`src/rtl/gpio_bank_pkg.sv`:
```
package gpio_bank_pkg;
  localparam int BUS_AW = 5;
  localparam int BUS_DW = 32;

  // register select taken from byte address bits [4:2]
  typedef enum logic [2:0] {
    RS_LEVEL = 3'd0,
    RS_DIR   = 3'd1,
    RS_SET   = 3'd2,
    RS_CLR   = 3'd3,
    RS_RISE  = 3'd4,
    RS_FALL  = 3'd5,
    RS_STAT  = 3'd6,
    RS_NONE  = 3'd7
  } reg_sel_e;
endpackage

```
`src/rtl/gpio_bank_sync.sv`:
```
module gpio_bank_sync #(
  parameter int W      = 32,
  parameter int STAGES = 2
) (
  input  logic         clk,
  input  logic         rst_n,
  input  logic [W-1:0] din,
  output logic [W-1:0] dout
);
  logic [W-1:0] stg [STAGES];

  always_ff @(posedge clk or negedge rst_n) begin
    if (!rst_n) begin
      for (int i = 0; i < STAGES; i++) stg[i] <= '0;
    end else begin
      stg[0] <= din;
      for (int i = 1; i < STAGES; i++) stg[i] <= stg[i-1];
    end
  end

  assign dout = stg[STAGES-1];
endmodule

```
`src/rtl/gpio_bank_edge.sv`:
```
module gpio_bank_edge #(
  parameter int W = 32
) (
  input  logic         clk,
  input  logic         rst_n,
  input  logic [W-1:0] lvl,
  input  logic [W-1:0] rise_arm,
  input  logic [W-1:0] fall_arm,
  input  logic         clr_en,
  input  logic [W-1:0] clr_bits,
  output logic [W-1:0] edge_hit,
  output logic [W-1:0] status
);
  logic [W-1:0] lvl_q;
  logic [W-1:0] rose, fell;

  assign rose     = lvl & ~lvl_q;
  assign fell     = ~lvl & lvl_q;
  assign edge_hit = (rose & rise_arm) | (fell & fall_arm);

  always_ff @(posedge clk or negedge rst_n) begin
    if (!rst_n) begin
      lvl_q  <= '0;
      status <= '0;
    end else begin
      lvl_q <= lvl;
      // a fresh capture outranks a clear on the same bit
      status <= (status & ~(clr_en ? clr_bits : '0)) | edge_hit;
    end
  end
endmodule

```
`src/rtl/gpio_bank_irq.sv`:
```
module gpio_bank_irq #(
  parameter int W = 32
) (
  input  logic [W-1:0] status,
  output logic         irq0,
  output logic         irq1,
  output logic         irq_rest
);
  assign irq0 = status[0];

  generate
    if (W > 1) begin : g_one
      assign irq1 = status[1];
    end else begin : g_no_one
      assign irq1 = 1'b0;
    end

    if (W > 2) begin : g_rest
      assign irq_rest = |status[W-1:2];
    end else begin : g_no_rest
      assign irq_rest = 1'b0;
    end
  endgenerate
endmodule

```
`src/rtl/gpio_bank.sv`:
```
module gpio_bank
  import gpio_bank_pkg::*;
#(
  parameter int          NUM_PINS    = 32,
  parameter logic [31:0] INV_MASK    = 32'h0,
  parameter int          SYNC_STAGES = 2
) (
  input  logic                clk,
  input  logic                rst_n,
  input  logic                bus_wr,
  input  logic [BUS_AW-1:0]   bus_addr,
  input  logic [BUS_DW-1:0]   bus_wdata,
  output logic [BUS_DW-1:0]   bus_rdata,
  input  logic [NUM_PINS-1:0] pin_in,
  output logic [NUM_PINS-1:0] pin_out,
  output logic [NUM_PINS-1:0] pin_oe,
  output logic                irq_pin0,
  output logic                irq_pin1,
  output logic                irq_other
);
  localparam logic [NUM_PINS-1:0] INV = INV_MASK[NUM_PINS-1:0];

  reg_sel_e            sel;
  logic [NUM_PINS-1:0] wd;
  logic [NUM_PINS-1:0] lvl;
  logic [NUM_PINS-1:0] dir_q, out_q, rise_q, fall_q;
  logic [NUM_PINS-1:0] status_q, edge_hit;
  logic [NUM_PINS-1:0] rd_vec;
  logic                clr_en;

  assign sel    = reg_sel_e'(bus_addr[4:2]);
  assign wd     = bus_wdata[NUM_PINS-1:0];
  assign clr_en = bus_wr && (sel == RS_STAT);

  gpio_bank_sync #(.W(NUM_PINS), .STAGES(SYNC_STAGES)) u_sync (
    .clk  (clk),
    .rst_n(rst_n),
    .din  (pin_in),
    .dout (lvl)
  );

  always_ff @(posedge clk or negedge rst_n) begin
    if (!rst_n) begin
      dir_q  <= '0;
      out_q  <= '0;
      rise_q <= '0;
      fall_q <= '0;
    end else if (bus_wr) begin
      case (sel)
        RS_DIR:  dir_q  <= wd;
        RS_SET:  out_q  <= out_q | wd;
        RS_CLR:  out_q  <= out_q & ~wd;
        RS_RISE: rise_q <= wd;
        RS_FALL: fall_q <= wd;
        default: ;
      endcase
    end
  end

  gpio_bank_edge #(.W(NUM_PINS)) u_edge (
    .clk     (clk),
    .rst_n   (rst_n),
    .lvl     (lvl),
    .rise_arm(rise_q),
    .fall_arm(fall_q),
    .clr_en  (clr_en),
    .clr_bits(wd),
    .edge_hit(edge_hit),
    .status  (status_q)
  );

  gpio_bank_irq #(.W(NUM_PINS)) u_irq (
    .status  (status_q),
    .irq0    (irq_pin0),
    .irq1    (irq_pin1),
    .irq_rest(irq_other)
  );

  always_comb begin
    case (sel)
      RS_LEVEL: rd_vec = lvl;
      RS_DIR:   rd_vec = dir_q;
      RS_RISE:  rd_vec = rise_q;
      RS_FALL:  rd_vec = fall_q;
      RS_STAT:  rd_vec = status_q;
      default:  rd_vec = '0;
    endcase
    bus_rdata = '0;
    bus_rdata[NUM_PINS-1:0] = rd_vec;
  end

  assign pin_out = out_q;
  assign pin_oe  = dir_q ^ INV;
endmodule

```
`config.mk`:
```
export PLATFORM = sky130hd
export DESIGN_NAME = gpio_bank
export DESIGN_NICKNAME = d
export VERILOG_FILES = /design/src/rtl/gpio_bank_pkg.sv /design/src/rtl/gpio_bank_sync.sv /design/src/rtl/gpio_bank_edge.sv /design/src/rtl/gpio_bank_irq.sv /design/src/rtl/gpio_bank.sv
export SDC_FILE = /design/constraint.sdc
export NUM_CORES = 1
export LEC_CHECK = 0
export BUFFER_PORTS_ARGS = -buffer_cell sky130_fd_sc_hd__buf_4
export CAP_MARGIN = 15
export CORE_MARGIN = 2
export CORE_UTILIZATION = 50
export DETAILED_ROUTE_END_ITERATION = 10
export GPL_TIMING_DRIVEN = 1
export PLACE_DENSITY = 0.72
export SYNTH_ARGS = -nofsm -noshare
export SYNTH_HDL_FRONTEND = slang
export SYNTH_SLANG_ARGS = --single-unit
export TNS_END_PERCENT = 100
```
`constraint.sdc`:
```
create_clock -name clk -period 2 [get_ports clk]
set_input_delay 0.1 -clock clk [delete_from_list [all_inputs] [get_ports clk]]
set_output_delay 0.1 -clock clk [all_outputs]
set_load 0.03 [all_outputs]
```
==> metrics.cfg, run 1 <==
[sta]
finalSetupTns_ns=-0.06844
slew_headroom_pct=72.32
worstMarginPinSlew_ns=0.4139
finalSetupViolations=1
grt_setup_unrepaired=yes
hold_ws_ns=0.07693
drv_slew=0
max_freq_ghz=0.4835
hold_viol=0
clock-skew-final_ns=0.01393
final.min_clock_period_ns=2.068
setup_ws_ns=-0.06844
finalCritPeriodShare_pct=103.4

[clock_tree]
cts-htree-levels=1
cts_tree=built
cts_max_path_buffers=3
clk_pin_slew_ns=0.06
cts-root-buf=clkbuf_16
cts_num_sinks=256
insertion_delay_ns=0.53
cts_made_buffers=27

[grt]
grt_pass1_wl_um=40710
grt_usage_pct=24.05
grt-ovfl-total=0
antenna_found_initial=0
grt_pass1_vias=7342
grt_max_degree=67

[worst_setup_path]
critPathLaunchType=register
end_kind=primary output
crit_type=register to primary output
worstPathArrival_ns=1.97
path_max_fanout=2
critPathRequiredTime_ns=1.90

[pwr]
p_total_uw=14310
static-leakage-power_uw=0.006295
switching_share_pct=29.93
share_comb_of_total_power_pct=21.0
power_frac_clock_pct=33.2
seqPwrFrac_pct=45.8
p_int_uw=10020
irDropWorstVdd_v=0.0007256
net-switching-power_uw=4281
p_per_area_nw_per_um2=1068

[yosys]
synth_seq_cells=256
yosys.area.top_type=dfrtp_1
async_reset_ff_share_pct=100.0
synth-seq-area-share_pct=63.19
ys.flop_type=dfrtp_1
yosysTopAreaCellShare_pct=63.19
avgSynthCellArea_um2=12.69
syn_inst=799
synth.distinct_cells=29
syn_area_um2=10140
ys_top_cells_by_area=dfrtp_1 63%, mux2i_1 6.3%, mux2_2 4.8%
yosys_warnings=0
synth_edf_count=0
syn-num-nets=871

[worst_hold_path]
worstHoldPathType=input port to asynchronous set/reset pin

[finish]
layout.cells.most_common_list=256 x dfrtp_1, 191 x buf_4, 96 x nand2_1
drive_gt1_share_pct=27.38
syn2layout_area_growth_pct=32.10
fin_util_pct=66.83
nets=1123
antennaDiodeCount=0
layout_commonest_cell=dfrtp_1

[floorplanning]
die_w_um=146.4
ioPinCount=171
initial_core_util_pct=50.59
core_area_um2=20040
die_h_um=146.4
fp-row-count=52
die_area_um2=21430

[detailed_routing]
antenna_left=0
drc=0
first_pass_iters=4
dr_total_vias=7146
wl_per_cell_um=18.87
drt_iter0_markers=405
wirelength_um=25290
viasPerCell=5.333

[placed_design]
hpwl_um=16220
routabilityCongestion=0.7895
portBuffers=168

[status]
violations=setup timing
status=finished, violations left

[run]
max-cap-violations=0

==> cell usage after synthesis (3+ instances only) <==
master     number
mux2i_1        64
o21ai_0        65
mux2_2         43
o211ai_1       32
mux2_1         22
inv_1          64
buf_2          13
buf_4           4
clkbuf_1       21
o2bb2ai_1      31
nand2_1        96
nor4_1          6
buf_6           3
nand3b_1       32
a221o_1        31
dfrtp_1       256
==> per-stage QoR <==
| step | instance area, µm² | worst slack, ns | instances |
|---|---|---|---|
| after detailed placement | 11830 | 0.2830 | 1222 |
| after floorplan | 10140 | 0.5107 | 799 |
| after global routing | 13390 | -0.1404 | 1340 |
| final | 13390 | -0.06844 | 1340 |
| after global placement | 11830 | 0.3197 | 1222 |
| after CTS | 13380 | -0.1296 | 1339 |
==> worst max-delay path, cell delays in order, from the launching register on <==
cell	delay (ns)
dfrtp_1	0.38
or4_4	0.56
nor3_4	0.15
nand4_1	0.16
buf_6	0.18
==> cell families (layout without fill, tap and decap cells) <==
kind of cell           Yosys count  count (layout)  share of synthesized area (%)
AO/OA/AOI/OAI                  160             160                          11.39
buffers and inverters          106             377                          4.455
flip-flops                     256             256                          63.19
multiplexers                   129             129                          13.54
AND/OR/NAND/NOR                148             148                          7.430
==> worst paths after layout <==
kind | cells past startpoint | slack, ns | to | from
min in group clk | 3 | 0.08 | register | bus_addr[2]
max in group asynchronous | 3 | 1.20 | u_edge.status[22] | rst_n
max reg2reg | 4 | 1.06 | u_edge.status[3] | u_edge.status[3]
max | 4 | -0.07 | irq_other | u_edge.status[3]
min | 2 | 0.08 | fall_q[19] | rst_n
min reg2reg | 0 | 0.35 | u_sync.dout[30] | u_sync.stg[62]
==> metal layers <==
metal  track usage (%)  vias up  part of all wire (%)
li1                  -     3321                     -
met1             33.93     3557                    43
met2             38.70      231                    48
met3             5.125       37                   7.1
met4             5.777        0                   2.0
met5                 0        -                     0
==> area by class of cell <==
cell class | instances | area, µm²
fillers | 1521 | 6646
flip-flops and latches | 256 | 6406
multi-input cells | 437 | 3328
repair buffers | 265 | 2241
clock buffers | 40 | 764.5
well taps | 270 | 337.8
inverters | 64 | 240.2
clock inverters | 8 | 75.07
==> power groups by stage <==
| stage | combinational, µW | clock [µW] | sequential (µW) |
|---|---|---|---|
| detailed placement | 2890 | 0 | 6620 |
| global placement | 2830 | 0 | 6600 |
| floorplan | 1170 | 0 | 7040 |
| finish | 3000 | 4750 | 6550 |
| CTS | 3020 | 4830 | 6550 |
| global route | 3240 | 5070 | 6650 |
==> repair_timing <==
| item | in CTS | in global routing |
|---|---|---|
| hold endpoints to repair | 448 | 0 |
| endpoints found under the setup margin | 1 | 1 |
| gates resized for setup | 6 | 1 |
| hold buffers | 66 | 0 |
| cloned | 0 | 0 |
| buffers inserted | 3 | 1 |
| pin swaps | 3 | 3 |
Note: power is estimated with default switching activity, not from simulation.
==> run 2: changes to the inputs <==
--- a/config.mk
+++ b/config.mk
@@ -12,6 +12,8 @@
 export DETAILED_ROUTE_END_ITERATION = 10
 export GPL_TIMING_DRIVEN = 1
 export PLACE_DENSITY = 0.72
+export SETUP_SLACK_MARGIN = 0.15
+export SLEW_MARGIN = 10
 export SYNTH_ARGS = -nofsm -noshare
 export SYNTH_HDL_FRONTEND = slang
 export SYNTH_SLANG_ARGS = --single-unit
==> run 2 against run 1 <==
The run still ends with setup timing left. Die area unchanged. Final area increased by 0.11%. Maximum frequency increased by 0.62%. Total power about the same. First-iteration DRC count decreased by 2.2%. Count of clock-buffer cells in the layout unchanged. Sequential power about the same. Routed wire length increased by 0.63%. Critical path type unchanged.
==> metrics.cfg, run 2 (synthesis results as in run 1) <==
[status]
status=finished, violations left
violations=setup timing

[detailed_routing]
drt_iter0_markers=396  ; -2.2%
dr_total_vias=7216  ; +0.98%
first_pass_iters=5  ; +1
antenna_left=0  ; unchanged
wirelength_um=25450  ; +0.63%
wl_per_cell_um=18.99  ; +0.63%
drc=0  ; unchanged
viasPerCell=5.385  ; +0.98%

[placed_design]
routabilityCongestion=0.7895  ; unchanged
portBuffers=168  ; unchanged
dp.cells=1222  ; unchanged
hpwl_um=16220  ; unchanged
pre_cts_ws_ns=0.2830  ; unchanged

[finish]
layout_commonest_cell=dfrtp_1
drive_gt1_share_pct=27.57  ; +0.19 points
nets=1123  ; unchanged
instances_no_fill=1340  ; unchanged
fin_util_pct=66.91  ; +0.075 points
layout.cells.most_common_list=256 x dfrtp_1, 190 x buf_4, 96 x nand2_1
syn2layout_area_growth_pct=32.25
antennaDiodeCount=0  ; unchanged

[floorplanning]
fp-row-count=52  ; unchanged
die_area_um2=21430  ; unchanged
core_area_um2=20040  ; unchanged
ioPinCount=171  ; unchanged
initial_core_util_pct=50.59  ; unchanged
die_w_um=146.4  ; unchanged
die_h_um=146.4  ; unchanged

[worst_setup_path]
critPathLaunchType=register
rr_startpoint=u_edge.status[3]
worst-r2r-cell-count=4  ; unchanged
end_kind=primary output
worstPathArrival_ns=1.96  ; about the same
crit_type=register to primary output
path_max_fanout=2  ; unchanged
timing.rr.end=u_edge.status[3]
critPathRequiredTime_ns=1.90  ; about the same
r2r_slack_ns=1.05  ; about the same

[sta]
worstMarginPinSlew_ns=0.4213  ; +0.007426 ns
setup_ws_ns=-0.05570  ; +0.01274 ns
hold_ws_ns=0.07948  ; +0.002551 ns
finalCritPeriodShare_pct=102.8  ; -0.64 points
clock-skew-final_ns=0.01107  ; -0.002856 ns
grt_setup_unrepaired=yes
slew_headroom_pct=71.82  ; -0.50 points
final.min_clock_period_ns=2.056  ; -0.01274 ns
drv_slew=0  ; unchanged
hold_viol=0  ; unchanged
finalSetupViolations=1  ; unchanged
max_freq_ghz=0.4865  ; +0.62%

[clock_tree]
cts_tree=built
cts_num_sinks=256  ; unchanged
cts-root-buf=clkbuf_16
clk_pin_slew_ns=0.06  ; about the same
cts-htree-levels=1  ; unchanged
cts_made_buffers=27  ; unchanged
cts_max_path_buffers=3  ; unchanged
insertion_delay_ns=0.53  ; about the same

[grt]
grt_pass1_vias=7342  ; unchanged
grt_max_degree=67  ; unchanged
grt_usage_pct=24.05  ; unchanged
grt-ovfl-total=0  ; unchanged
antenna_found_initial=0  ; unchanged
grt_pass1_wl_um=40710  ; unchanged

[pwr]
p_total_uw=14320  ; about the same
irDropWorstVdd_v=0.0007222  ; -0.47%
static-leakage-power_uw=0.006298  ; about the same
p_per_area_nw_per_um2=1068  ; about the same

[worst_hold_path]
worstHoldPathType=input port to asynchronous set/reset pin

[run]
max-cap-violations=0  ; unchanged

[run 2: changes by cell type in the layout (fill, tap and decap cells not counted)]
| cell | change |
|---|---|
| o21ai_0 | -1 |
| a22oi_1 | -1 |
| buf_6 | +1 |
| a22oi_2 | +1 |
| buf_4 | -1 |
| o2bb2ai_2 | +1 |
| o2bb2ai_1 | -1 |
| o21ai_1 | +1 |
[run 2: how the worst max path moves through the flow]
stage / endpoint / startpoint / slack [ns] / cells after the start
5_1_grt: irq_other / u_edge.status[3] / -0.13 / 4
3_3_place_gp: rise_q[7] / bus_addr[2] / 0.32 / 6
2_1_floorplan: bus_rdata[15] / bus_addr[4] / 0.51 / 4
3_5_place_dp: rise_q[11] / bus_addr[2] / 0.28 / 6
4_1_cts: irq_other / u_edge.status[2] / -0.13 / 4
6_report: irq_other / u_edge.status[3] / -0.06 / 4
[run 2: repair_timing]
item	CTS	global route
resized for setup	7	4
endpoints found under the hold margin	448	0
setup buffers	3	1
hold buffers	66	0
gates cloned	0	0
pin swaps	3	3
setup endpoints to repair	2	2
[run 2: worst max-delay path: stages, from the launching register on]
cell	delay, ns
dfrtp_1	0.39
or4_4	0.56
nor3_4	0.14
nand4_1	0.16
buf_6	0.18
[run 2: final cells by class]
class | instances | area (µm²)
Tap cell | 270 | 337.8
Fill cell | 1519 | 6631
Clock inverter | 8 | 75.07
Multi-Input combinational cell | 437 | 3339
Sequential cell | 256 | 6406
Clock buffer | 40 | 764.5
Inverter | 64 | 240.2
Timing Repair Buffer | 265 | 2245
[run 2: routing by layer]
layer / global-route usage, % / up-vias / share of wire [%]
met3: 5.125 / 37 / 6.1
met4: 5.777 / 0 / 1.9
met1: 33.93 / 3641 / 44
met2: 38.70 / 216 / 48
li1: - / 3322 / -
met5: 0 / - / 0
[run 2: through the flow]
stage / setup TNS, ns / area, µm²
2_1_floorplan: 0 / 10140
3_3_place_gp: 0 / 11830
6_report: -0.05570 / 13410
5_1_grt: -0.1333 / 13410
4_1_cts: -0.1296 / 13380
3_5_place_dp: 0 / 11830
[run 2: power by group]
| group | leakage [µW] | internal, µW | switching, µW |
|---|---|---|---|
| clock | 0.000411 | 2770 | 1970 |
| sequential | 0.00296 | 5950 | 609 |
| combinational | 0.00292 | 1310 | 1710 |
| total | 0.00630 | 10000 | 4290 |
==> run 3: changes to the inputs <==
--- a/config.mk
+++ b/config.mk
@@ -9,9 +9,12 @@
 export CAP_MARGIN = 15
 export CORE_MARGIN = 2
 export CORE_UTILIZATION = 50
+export CTS_CLUSTER_DIAMETER = 100
 export DETAILED_ROUTE_END_ITERATION = 10
+export GPL_ROUTABILITY_DRIVEN = 1
 export GPL_TIMING_DRIVEN = 1
 export PLACE_DENSITY = 0.72
+export RECOVER_POWER = 25
 export SETUP_SLACK_MARGIN = 0.15
 export SLEW_MARGIN = 10
 export SYNTH_ARGS = -nofsm -noshare
==> run 3 against run 2 <==
The flow still finishes with violations (setup timing). Highest routed layer unchanged. Sequential cell count did not move. Register-to-register slack gained 0.02 ns. Count of clock-buffer cells in the layout stayed put. Critical path type unchanged. Routed wire length decreased by 0.22%.
==> metrics.cfg, run 3 (synthesis results as in run 1) <==
[pwr]
irDropWorstVdd_v=0.0007218  ; about the same
p_per_area_nw_per_um2=1070  ; +0.19%
static-leakage-power_uw=0.006274  ; -0.37%

[sta]
clock-skew-final_ns=0.01047  ; -0.0006044 ns
final.min_clock_period_ns=2.049  ; -0.007105 ns
max_freq_ghz=0.4881  ; +0.35%
finalCritPeriodShare_pct=102.4  ; -0.36 points
slew_headroom_pct=15.72  ; -56 points
grt_setup_unrepaired=yes
worstMarginPinSlew_ns=1.264  ; +0.8429 ns
finalSetupViolations=1  ; unchanged
drv_slew=0  ; unchanged
setup_ws_ns=-0.04859  ; +0.007105 ns
hold_viol=0  ; unchanged

[run]
max-cap-violations=0  ; unchanged

[clock_tree]
cts_max_path_buffers=3  ; unchanged
insertion_delay_ns=0.53  ; about the same
cts_num_sinks=256  ; unchanged
clk_pin_slew_ns=0.06  ; about the same
cts_made_buffers=27  ; unchanged
cts-root-buf=clkbuf_16
cts-htree-levels=1  ; unchanged
cts_tree=built

[finish]
syn2layout_area_growth_pct=31.88
antennaDiodeCount=0  ; unchanged
nets=1123  ; unchanged
fin_util_pct=66.72  ; -0.19 points
drive_gt1_share_pct=27.48  ; -0.093 points
layout_commonest_cell=dfrtp_1
instances_no_fill=1340  ; unchanged
layout.cells.most_common_list=256 x dfrtp_1, 158 x buf_4, 96 x nand2_1

[grt]
grt_pass1_vias=7342  ; unchanged
grt-ovfl-total=0  ; unchanged
grt_use_met3_pct=5.125  ; unchanged
grt_usage_pct=24.05  ; unchanged
grt.met2_usage_pct=38.70  ; unchanged
grt.busiest_layer=met2
gr-usage-met1_pct=33.93  ; unchanged
antenna_found_initial=0  ; unchanged
grt_pass1_wl_um=40710  ; unchanged
grt_max_degree=67  ; unchanged

[worst_setup_path]
path_max_fanout=2  ; unchanged
worstPathArrival_ns=1.95  ; about the same
critPathRequiredTime_ns=1.90  ; about the same
slowest_delay_ns=0.56  ; about the same
worst_path_max_delay_cell=or4_4
crit_type=register to primary output
critPathLaunchType=register
end_kind=primary output
crit_family=simple AND/OR/NAND/NOR gates
critPathBufInv=1  ; unchanged
cp_cell_sequence=or4_4 > nor3_4 > nand4_1 > buf_6

[detailed_routing]
dr_total_vias=7229  ; +0.18%
wl_per_cell_um=18.95  ; -0.22%
drc=0  ; unchanged
viasPerCell=5.395  ; +0.18%
drt_iter0_markers=416  ; +5.1%
first_pass_iters=5  ; unchanged
wirelength_um=25390  ; -0.22%
antenna_left=0  ; unchanged

[placed_design]
portBuffers=168  ; unchanged
dp.cells=1222  ; unchanged
routabilityCongestion=0.7895  ; unchanged
hpwl_um=16220  ; unchanged

[status]
violations=setup timing
status=finished, violations left

[floorplanning]
initial_core_util_pct=50.59  ; unchanged
core_area_um2=20040  ; unchanged
fp-row-count=52  ; unchanged
ioPinCount=171  ; unchanged
die_h_um=146.4  ; unchanged
die_w_um=146.4  ; unchanged
die_area_um2=21430  ; unchanged

[worst_hold_path]
worstHoldPathType=input port to register

run 3: changes by cell type in the layout (fill, tap and decap cells not counted), sizes merged:
cell and delta:
clkbuf +34, buf -34
run 3: through the flow:
stage	power, µW	TNS (ns)	setup WS, ns	hold slack (ns)	area, µm²
5_1_grt	14960	-0.1333	-0.1333	0.1066	13370
6_report	14300	-0.04859	-0.04859	0.08042	13370
2_1_floorplan	8209	0	0.5107	-0.1956	10140
3_3_place_gp	9429	0	0.3197	0.03979	11830
3_5_place_dp	9504	0	0.2830	0.03746	11830
4_1_cts	14400	-0.1296	-0.1296	0.06817	13380
run 3: power breakdown:
group          internal [µW]  switching (µW)  total, µW
logic                   1300            1700       3010
registers               5950             606       6550
clock network           2770            1980       4740
run 3: per-layer routing:
layer | up-vias | share of wire (%)
met2 | 228 | 48
met5 | - | 0
met4 | 0 | 1.9
met3 | 35 | 6.3
li1 | 3323 | -
met1 | 3643 | 44
run 3: cell type report:
class	instances	area, µm²
clock inverter	8	75.07
multi-input combinational	437	3339
timing repair buffer	265	2207
tap	270	337.8
inverter	64	240.2
fill	1524	6669
clock buffer	40	764.5
sequential	256	6406
run 3: worst register-to-register path, delay by kind of cell, from the launching register on:
family	cells	cell delay, ns
DFF	1	0.38
buffers and inverters	2	0.26
AOI/OAI and AO/OA	2	0.17
run 3: worst paths after layout:
path / start / end / slack (ns) / depth (start not counted)
min in group asynchronous: rst_n / fall_q[19] / 0.39 / 2
hold / removal: bus_addr[2] / register / 0.08 / 3
setup / recovery: u_edge.status[3] / irq_other / -0.05 / 4
max in group asynchronous: rst_n / u_edge.status[30] / 0.51 / 3
setup reg to reg: u_edge.status[3] / u_edge.status[3] / 1.07 / 4
hold reg to reg: u_sync.stg[62] / u_sync.dout[30] / 0.35 / 0
run 3: repair_timing:
item | 4_1_cts | 5_1_grt
hold endpoints to repair | 448 | 0
pin swaps | 3 | 3
setup endpoints to repair | 2 | 2
setup buffers | 3 | 1
gates resized for setup | 7 | 4
hold buffers | 66 | 0
